$ cat src/rtl/spline_pkg.sv
package spline_pkg;

    localparam int WORD_W    = 16;
    localparam int N_WORDS   = 9;
    localparam int PAYLOAD_W = WORD_W * N_WORDS;
    localparam int ACC_W     = 48;
    localparam int FRAC_W    = ACC_W - WORD_W;

    // word index one past the last word of each coefficient
    localparam int END_C0 = 1;
    localparam int END_C1 = 3;
    localparam int END_C2 = 6;
    localparam int END_C3 = 9;

    typedef logic signed [ACC_W-1:0] acc_t;

    typedef struct packed {
        acc_t c3;
        acc_t c2;
        acc_t c1;
        acc_t c0;
    } coef_t;

    function automatic coef_t unpack_line(input logic [PAYLOAD_W-1:0] pl,
                                          input logic [3:0] nw);
        coef_t r;
        r.c0 = (int'(nw) >= END_C0) ? acc_t'({pl[15:0], 32'h0}) : '0;
        r.c1 = (int'(nw) >= END_C1) ? acc_t'({pl[47:16], 16'h0}) : '0;
        r.c2 = (int'(nw) >= END_C2) ? acc_t'(pl[95:48]) : '0;
        r.c3 = (int'(nw) >= END_C3) ? acc_t'(pl[143:96]) : '0;
        return r;
    endfunction

    function automatic acc_t add_sat(input acc_t a, input acc_t b);
        logic signed [ACC_W:0] s;
        s = {a[ACC_W-1], a} + {b[ACC_W-1], b};
        if (s[ACC_W] != s[ACC_W-1])
            return s[ACC_W] ? {1'b1, {(ACC_W-1){1'b0}}} : {1'b0, {(ACC_W-1){1'b1}}};
        return s[ACC_W-1:0];
    endfunction

endpackage

$ cat src/rtl/spline_prescaler.sv
module spline_prescaler #(
    parameter int SHIFT_W = 4
) (
    input  logic               clk,
    input  logic               rst,
    input  logic               load_i,
    input  logic [SHIFT_W-1:0] shift_i,
    output logic               step_o
);
    localparam int CNT_W = 1 << SHIFT_W;

    logic [SHIFT_W-1:0] shift_q;
    logic [CNT_W-1:0]   cnt_q;
    logic [CNT_W-1:0]   lim;

    assign lim    = (CNT_W'(1) << shift_q) - CNT_W'(1);
    assign step_o = !load_i && (cnt_q == lim);

    always_ff @(posedge clk) begin
        if (rst) begin
            shift_q <= '0;
            cnt_q   <= '0;
        end else if (load_i) begin
            shift_q <= shift_i;
            cnt_q   <= '0;
        end else if (cnt_q == lim) begin
            cnt_q <= '0;
        end else begin
            cnt_q <= cnt_q + CNT_W'(1);
        end
    end

    p_cnt_clear_r7: assert property (@(posedge clk) disable iff (rst)
        load_i |=> (cnt_q == '0));
    p_cnt_bound_r7: assert property (@(posedge clk) disable iff (rst)
        cnt_q <= lim);
    p_shift_hold_r9: assert property (@(posedge clk) disable iff (rst)
        !load_i |=> $stable(shift_q));

endmodule

$ cat src/rtl/spline_accum.sv
module spline_accum
    import spline_pkg::*;
#(
    parameter bit SATURATE = 1'b1
) (
    input  logic  clk,
    input  logic  rst,
    input  logic  load_i,
    input  coef_t coef_i,
    input  logic  step_i,
    output acc_t  c0_o
);
    coef_t q;
    acc_t  c0_next;

    generate
        if (SATURATE) begin : g_sat
            assign c0_next = add_sat(q.c0, q.c1);
        end else begin : g_wrap
            assign c0_next = q.c0 + q.c1;
        end
    endgenerate

    always_ff @(posedge clk) begin
        if (rst) begin
            q <= '0;
        end else if (load_i) begin
            q <= coef_i;
        end else if (step_i) begin
            q.c0 <= c0_next;
            q.c1 <= q.c1 + q.c2;
            q.c2 <= q.c2 + q.c3;
        end
    end

    assign c0_o = q.c0;

    p_hold_r6: assert property (@(posedge clk) disable iff (rst)
        (!load_i && !step_i) |=> ($stable(q.c0) && $stable(q.c1) && $stable(q.c2)));
    p_cubic_const_r6: assert property (@(posedge clk) disable iff (rst)
        !load_i |=> $stable(q.c3));

    generate
        if (SATURATE) begin : g_chk
            p_no_overflow_r8: assert property (@(posedge clk) disable iff (rst)
                (step_i && !load_i && !q.c0[ACC_W-1] && !q.c1[ACC_W-1]) |=> !q.c0[ACC_W-1]);
            p_no_underflow_r8: assert property (@(posedge clk) disable iff (rst)
                (step_i && !load_i && q.c0[ACC_W-1] && q.c1[ACC_W-1]) |=> q.c0[ACC_W-1]);
        end
    endgenerate

endmodule

$ cat src/rtl/spline_amp_gen.sv
module spline_amp_gen
    import spline_pkg::*;
#(
    parameter int          SHIFT_W  = 4,
    parameter int          TYPE_W   = 2,
    parameter int unsigned TYPE_ID  = 0,
    parameter bit          SATURATE = 1'b1
) (
    input  logic                 clk,
    input  logic                 rst,
    input  logic                 load_i,
    input  logic [TYPE_W-1:0]    type_i,
    input  logic [SHIFT_W-1:0]   shift_i,
    input  logic [3:0]           nwords_i,
    input  logic [PAYLOAD_W-1:0] payload_i,
    output logic [WORD_W-1:0]    sample_o
);
    logic  hit;
    logic  step;
    coef_t coef;
    acc_t  c0;

    assign hit  = load_i && (type_i == TYPE_W'(TYPE_ID));
    assign coef = unpack_line(payload_i, nwords_i);

    spline_prescaler #(.SHIFT_W(SHIFT_W)) u_pre (
        .clk    (clk),
        .rst    (rst),
        .load_i (hit),
        .shift_i(shift_i),
        .step_o (step)
    );

    spline_accum #(.SATURATE(SATURATE)) u_acc (
        .clk    (clk),
        .rst    (rst),
        .load_i (hit),
        .coef_i (coef),
        .step_i (step),
        .c0_o   (c0)
    );

    assign sample_o = c0[ACC_W-1:FRAC_W];

    p_load_r2: assert property (@(posedge clk) disable iff (rst)
        (hit && nwords_i != 4'd0) |=> (sample_o == $past(payload_i[WORD_W-1:0])));
    p_ignore_r3: assert property (@(posedge clk) disable iff (rst)
        (load_i && !hit && !step) |=> $stable(sample_o));

endmodule

$ cat config.mk
export PLATFORM = sky130hd
export DESIGN_NAME = spline_amp_gen
export DESIGN_NICKNAME = d
export VERILOG_FILES = /design/src/rtl/spline_pkg.sv /design/src/rtl/spline_prescaler.sv /design/src/rtl/spline_accum.sv /design/src/rtl/spline_amp_gen.sv
export SDC_FILE = /design/constraint.sdc
export NUM_CORES = 1
export LEC_CHECK = 0
export BUFFER_PORTS_ARGS = -buffer_cell sky130_fd_sc_hd__buf_2
export CORE_MARGIN = 2
export CORE_UTILIZATION = 53
export DETAILED_ROUTE_END_ITERATION = 7
export PLACE_DENSITY = 0.71
export SLEW_MARGIN = 20
export SYNTH_ARGS = -nofsm -noshare
export SYNTH_HDL_FRONTEND = slang
export SYNTH_SLANG_ARGS = --single-unit
$ cat constraint.sdc
create_clock -name clk -period 5.65 [get_ports clk]
set_input_delay 1.695 -clock clk [delete_from_list [all_inputs] [get_ports clk]]
set_output_delay 1.695 -clock clk [all_outputs]
set_load 0.01 [all_outputs]
==> results of run 1 <==
[kinds of logic after synthesis]
group	after synthesis
AOI/OAI and AO/OA	810
and+or+nand+nor	731
DFF	212
buffers and inverters	201
adders and majority gates	148
xor gates and xnor gates	146
muxes	9
[registers in the layout (all words and copies together) (netlist names)]
register / flops
u_acc.c0_o: 48
u_pre.shift_q: 4
u_pre.cnt_q: 16
u_acc.q: 144
[critical path, cell delays in order, from the launching register on]
cell and delay [ns]:
dfxtp_1 0.33, ha_1 0.35, a2111oi_0 0.45, o21ai_1 0.17, nand3_1 0.20, o21ai_0 0.11, a21o_1 0.25, a41o_1 0.30
o31ai_1 0.43, o21ai_0 0.25, xor2_1 0.19, ha_1 0.33, buf_4 0.27, a31oi_1 0.53, o21ai_0 0.22, a22o_1 0.24
[per-layer routing]
layer | share of wire | wire length [um] | track usage
met5 | 0 | 0 | 0
met4 | 0.026 | 1340 | 0.0842
met3 | 0.084 | 4250 | 0.0419
met2 | 0.42 | 21200 | 0.449
met1 | 0.47 | 23800 | 0.436
[worst paths after layout]
| check | from | endpoint | slack [ns] |
|---|---|---|---|
| worst max-delay path | u_acc.q[54] | u_acc.c0_o[39] | 0.92 |
| worst min-delay path | u_acc.c0_o[11] | u_acc.c0_o[11] | 0.45 |
| worst max register to register | u_acc.q[54] | u_acc.c0_o[39] | 0.92 |
| worst min register to register | u_acc.c0_o[11] | u_acc.c0_o[11] | 0.45 |
[layout make-up]
| class | count | area (sq um) |
|---|---|---|
| clock buffer | 32 | 724 |
| tap | 402 | 503 |
| timing repair buffer | 185 | 973 |
| fill | 2891 | 12800 |
| sequential | 212 | 4240 |
| inverter | 39 | 146 |
| multi-input combinational | 1844 | 11800 |
| clock inverter | 16 | 263 |
[cells in the mapped netlist, drive strengths merged, types with 14 or more instances]
library cell,instances
nor3,61
nand4,34
a31oi,30
nor2,258
a211oi,16
buf,48
ha,145
and2,14
nand3,43
nand2b,24
a21o,80
o21bai,25
dfxtp,212
a21oi,227
and3,16
xor2,68
nand2,212
inv,39
nor2b,22
a221oi,26
a22oi,80
clkbuf,114
xnor2,78
o21ai,205
[metrics by stage]
step | utilization | hold WS (ns) | cells | cell area [sq um] | setup WS [ns]
finish | 0.592 | 0.453 | 2730 | 18600 | 0.915
detailed placement | 0.561 | 0.447 | 2682 | 17600 | 1.02
global route | 0.592 | 0.465 | 2730 | 18600 | 0.398
floorplan | - | 0.430 | 2257 | 16900 | 1.95
CTS | 0.592 | 0.457 | 2730 | 18600 | 0.948
global placement | 0.561 | 0.438 | 2682 | 17600 | 1.15
[cell usage in the layout (no fill, tap or decap), types with 13 or more instances in the layout]
cell / n
buf_4: 13
o21ai_1: 42
dfxtp_1: 212
a211oi_1: 15
a221oi_1: 26
nand3_1: 43
nor3_1: 61
nor2b_1: 22
xor2_1: 68
o21ai_0: 163
buf_2: 171
and3_1: 16
inv_1: 39
nand2_1: 211
nand4_1: 34
a21o_1: 80
and2_1: 14
a31oi_1: 30
nor2_1: 254
clkbuf_16: 27
o21a_1: 13
a21oi_1: 226
ha_1: 145
xnor2_1: 78
a22oi_1: 79
nand2b_1: 24
o21bai_1: 25
[power by group through the flow]
stage | Combinational [uW] | Sequential [uW] | Clock [uW]
3_5_place_dp | 2570 | 2030 | 0
5_1_grt | 2920 | 2030 | 1980
6_report | 2610 | 2010 | 1890
4_1_cts | 2580 | 1990 | 1920
2_1_floorplan | 2040 | 1900 | 0
3_3_place_gp | 2520 | 2020 | 0
==> impl_results.rst, run 1 <==
.. list-table::
   :header-rows: 1

   * - Metric
     - Value
   * - Result of the run
     - completed
   * - Static Leakage
     - 0.00818 uW
   * - Iteration count of the initial detailed-routing pass
     - 5
   * - Cts repair resizes
     - 0
   * - Part of the cycle the worst path needs
     - 0.838
   * - Number of distinct library cells after synthesis
     - 82
   * - Final ANT Viol Nets
     - 0
   * - Clock edge transition at the registers on the reported setup and hold paths
     - 0.07 ns
   * - Mean number of vias per cell
     - 6.23
   * - Depth of the worst register-to-register path
     - 15
   * - Overflow left after global routing
     - 0
   * - WL final
     - 50.7 mm
   * - Inserted Diodes
     - 0
   * - Clk sinks
     - 212
   * - Largest family of logic cells by synthesized area
     - compound AO/OA/AOI/OAI gates
   * - Starting DRT DRC Count
     - 1352
   * - Worst-Margin Slew
     - 1.02 ns
   * - Post-synthesis mux area share
     - 0.00541
   * - Power share of the sequential group
     - 0.308
   * - Number of setup violations in the final report
     - 0
   * - Proportion of synthesized chip area in sequential cells
     - 0.252
   * - Skew-Pair Late Insertion Delay
     - 0.56 ns
   * - Portion of synthesized cell area occupied by the leading cell type
     - 0.252
   * - Kind of start point of the critical path
     - register
   * - Max Cap Viol
     - 0
   * - Routability cong.
     - 0.948
   * - Final Skew
     - 0.0281 ns
   * - Number of global-route vias before repair
     - 15500
   * - Number of standard cells after synthesis
     - 2257
   * - Htree depth
     - 1
   * - Sum of internal, switching and leakage power
     - 6510 uW
   * - Via count
     - 17000
   * - Post-CTS repair timing setup buffer count
     - 0
   * - Number of antenna violations at the first check in global routing
     - 0
   * - Accumulated negative setup slack
     - 0 ns
   * - Post-synthesis compound-gate area fraction
     - 0.306
   * - Routed wire length per instance
     - 18.6 um
   * - Worst hold path class
     - reg2reg
   * - Yosys top cell by area
     - dfxtp_1
   * - Worst path arrival time
     - 5.16 ns
   * - Area growth from synthesis to layout
     - 10.4%
   * - Net Sw Frac
     - 0.403
   * - Post-CTS Hold Buffers
     - 0
   * - Initial Utilization
     - 0.536
   * - Post-route minimum period
     - 4.73 ns
   * - Clk pwr share
     - 0.291
   * - Avg Synthesized Cell Area
     - 7.48 sq um
   * - Count of standard-cell rows
     - 65
   * - F_max
     - 211 MHz
   * - Required arrival time at the worst endpoint
     - 6.08 ns
   * - Largest vdd supply drop
     - 0.000286 V
   * - Global-route usage over all layers
     - 0.296
   * - Net count after synthesis
     - 2562
   * - Die area
     - 0.0333 sq mm
   * - CTS tree
     - yes
   * - Number of register bits inferred by synthesis
     - 212
   * - Ratio of cells with drive above 1 in the final layout
     - 0.113
   * - Pins Over Slew Limit
     - 0
   * - Cell depth of the worst min-delay path
     - 2
   * - Total DRC errors in the routed layout
     - 0
   * - Asr flop ratio synth
     - 0
   * - Number of nets in the finished design
     - 2613
   * - Inserted Clock Buffers
     - 26
   * - Dpl hpwl
     - 38.7 mm
   * - WS Path Type
     - reg2reg
   * - Logic gate share of total power
     - 0.401
   * - Endpoint class of the critical path
     - register
   * - Max-Slew Margin vs Limit
     - 0.321
   * - Simple-gate share of the synthesized area
     - 0.198
   * - Maximum number of pins on one net before global-route repair
     - 101
   * - Switching power of the nets
     - 2620 uW
   * - Internal cell power
     - 3890 uW
   * - Die Span X
     - 182 um
   * - Top FF cell, synth
     - dfxtp_1
   * - Die Ht
     - 182 um
   * - Clock Path Buffers
     - 3
   * - First-pass GRT wire length
     - 81.0 mm
   * - Adder and majority gate portion of the synthesized area
     - 0.111
   * - Clock root buffer
     - clkbuf_16
   * - Count of port buffers added during placement
     - 172
   * - Final hold violations
     - 0
   * - Unrepaired setup endpoints after global routing
     - false
   * - Synth top area cells
     - dfxtp_1 (25%), ha_1 (11%), a21oi_1 (6.7%)
   * - Peak fanout along the critical path
     - 43
   * - YS warnings
     - 0
   * - Fraction of synthesized cell area in xor and xnor cells
     - 0.0758
   * - Core region area
     - 0.0315 sq mm
   * - Number of top-level pins
     - 173
   * - Total standard cell area after synthesis
     - 0.0169 sq mm
   * - Number of enable flip-flop cells after synthesis
     - 0
   * - Power Density
     - 350 mW/mm^2
Note: power is estimated with default switching activity, not from simulation.
==> run 2, diff against run 1 <==
PLACE_DENSITY = 0.74   (was 0.71)
clock period = 3.9 ns   (was 5.65 ns; I/O delays follow)
==> impl_results.rst, run 2 (synthesized netlist as in run 1, its figures left out) <==
.. list-table::
   :header-rows: 1

   * - Metric
     - Value
   * - Result of the run
     - completed
   * - Core region area
     - 0.0315 sq mm
   * - Largest vdd supply drop
     - 0.000327 V
   * - Endpoint class of the critical path
     - register
   * - Largest register FFs
     - 144
   * - Hold endpoint
     - u_acc.c0_o[0]
   * - F_max
     - 273 MHz
   * - Number of fillers in the final layout
     - 2913
   * - Via count
     - 17100
   * - Iteration count of the initial detailed-routing pass
     - 6
   * - Most frequent standard cell in the layout excluding fill and tap cells
     - nor2_1
   * - Total placed instance area
     - 0.0179 sq mm
   * - Switching power of the nets
     - 3790 uW
   * - Most frequent cells in the layout
     - nor2_1 (254), a21oi_1 (226), dfxtp_1 (212), nand2_1 (211), buf_2 (171)
   * - Routed wire length per instance
     - 18.6 um
   * - Die Ht
     - 182 um
   * - Area growth from synthesis to layout
     - 11.6%
   * - WS Path Type
     - reg2reg
   * - Power Density
     - 498 mW/mm^2
   * - Number of top-level pins
     - 173
   * - Clock root buffer
     - clkbuf_16
   * - First-pass GRT wire length
     - 81.8 mm
   * - Number of nets in the finished design
     - 2644
   * - Worst hold path class
     - reg2reg
   * - Dpl hpwl
     - 39.5 mm
   * - Internal cell power
     - 5590 uW
   * - Accumulated negative setup slack
     - 0 ns
   * - Final ANT Viol Nets
     - 0
   * - Startpoint of the worst hold path
     - u_acc.c0_o[0]
   * - Peak fanout along the critical path
     - 10
   * - CTS tree
     - yes
   * - Overflow left after global routing
     - 0
   * - Mean number of vias per cell
     - 6.21
   * - Skew-Pair Late Insertion Delay
     - 0.53 ns
   * - Static Leakage
     - 0.00829 uW
   * - Die Span X
     - 182 um
   * - Worst path arrival time
     - 4.08 ns
   * - Cell depth of the worst min-delay path
     - 2
   * - Source of the critical timing path
     - u_acc.q[49]
   * - Number of antenna violations at the first check in global routing
     - 1
   * - Final Skew
     - 0.0134 ns
   * - Kind of start point of the critical path
     - register
   * - Clk sinks
     - 212
   * - Depth of the worst register-to-register path
     - 15
   * - Required arrival time at the worst endpoint
     - 4.32 ns
   * - Endpoint of the worst-slack reg-to-reg timing path
     - u_acc.c0_o[37]
   * - Number of global-route vias before repair
     - 15700
   * - Maximum number of pins on one net before global-route repair
     - 99
   * - Worst-Margin Slew
     - 0.846 ns
   * - Clock edge transition at the registers on the reported setup and hold paths
     - 0.06 ns
   * - Max Cap Viol
     - 0
   * - Post-route core utilization
     - 0.598
   * - Logic gate share of total power
     - 0.430
   * - Count of standard-cell rows
     - 65
   * - Unrepaired setup endpoints after global routing
     - false
   * - Count of port buffers added during placement
     - 172
   * - Final non-filler cell area
     - 0.0188 sq mm
   * - Number of setup violations in the final report
     - 0
   * - Startpoint of the lowest-slack register-to-register path
     - u_acc.q[49]
   * - Clk pwr share
     - 0.261
   * - Pins Over Slew Limit
     - 0
   * - Net Sw Frac
     - 0.404
   * - Die area
     - 0.0333 sq mm
   * - Final hold violations
     - 0
   * - Ratio of cells with drive above 1 in the final layout
     - 0.124
   * - Starting DRT DRC Count
     - 1402
   * - Register with the highest flop count
     - u_acc.q
   * - Inserted Clock Buffers
     - 25
   * - Routability cong.
     - 0.965
   * - Htree depth
     - 1
   * - Register-to-register setup slack
     - 0.24 ns
   * - Global-route usage over all layers
     - 0.300
   * - Power share of the sequential group
     - 0.310
   * - Total DRC errors in the routed layout
     - 0
   * - Max-Slew Margin vs Limit
     - 0.434
   * - Clock Path Buffers
     - 3
   * - WL final
     - 51.4 mm
   * - Part of the cycle the worst path needs
     - 0.939
   * - Post-route minimum period
     - 3.66 ns
   * - Initial Utilization
     - 0.536
run 2: changes by cell type in the layout (fill, tap and decap cells not counted), moves of 2 or more:
cell	previous run	this run
clkinv_4	5	0
clkbuf_16	27	25
o21ai_0	163	161
bufinv_16	6	3
buf_4	13	40
clkinv_2	3	5
o21ai_1	42	44
clkbuf_8	3	7
buf_12	1	6
run 2: worst max-delay path by stage:
| stage | end | cells after the start | slack (ns) |
|---|---|---|---|
| 6_report | u_acc.c0_o[37] | 15 | 0.24 |
| 5_1_grt | u_acc.c0_o[37] | 15 | 0.01 |
| 4_1_cts | u_acc.c0_o[37] | 15 | 0.02 |
| 3_5_place_dp | u_acc.c0_o[37] | 15 | 0.04 |
| 3_3_place_gp | u_acc.c0_o[44] | 15 | 0.15 |
| 2_1_floorplan | u_acc.c0_o[34] | 15 | 0.20 |
run 2: power groups by stage:
stage,sequential [uW],clock (uW),combinational (uW)
CTS,2890,2480,3930
floorplan,2750,0,2960
detailed placement,2930,0,3910
global placement,2920,0,3830
global route,2930,2560,4460
finish,2900,2440,4030
run 2: through the flow:
stage / setup WS [ns] / hold slack [ns] / std cells / power, uW
3_5_place_dp: 0.0351 / 0.444 / 2714 / 6840
3_3_place_gp: 0.154 / 0.437 / 2714 / 6740
5_1_grt: 0.0116 / 0.468 / 2757 / 9950
4_1_cts: 0.0163 / 0.452 / 2757 / 9300
6_report: 0.239 / 0.448 / 2758 / 9370
2_1_floorplan: 0.200 / 0.430 / 2257 / 5710
run 2: what timing repair did:
action                                  CTS  global route
buffers inserted                          0             0
hold buffers                              0             0
endpoints found under the setup margin    0            47
resized for setup                         0             6
run 2: layout make-up:
class	count	area (sq um)	area share
Multi-Input combinational cell	1844	11800	0.627
Tap cell	402	503	0.0267
Antenna cell	1	2.50	0.000133
Sequential cell	212	4240	0.225
Clock inverter	10	130	0.00691
Inverter	39	146	0.00778
Timing Repair Buffer	217	1280	0.0678
Clock buffer	33	726	0.0385
run 2: metal layers:
metal | vias up | track usage | wire length, um
met2 | 700 | 0.465 | 22000
met5 | - | 0 | 0
met3 | 84 | 0.0525 | 4520
li1 | 8404 | - | -
met1 | 7940 | 0.428 | 23600
met4 | 0 | 0.0806 | 1320
run 2: critical path: stages, from the launching register on:
cell	delay (ns)
dfxtp_1	0.41
ha_1	0.27
a211oi_1	0.33
o21ai_1	0.14
nand3_1	0.14
o21ai_0	0.10
a21o_1	0.21
a41o_1	0.29
o31ai_2	0.29
o21ai_1	0.16
xor2_1	0.27
ha_4	0.29
a31oi_1	0.19
buf_4	0.18
o21ai_0	0.08
a22o_1	0.21
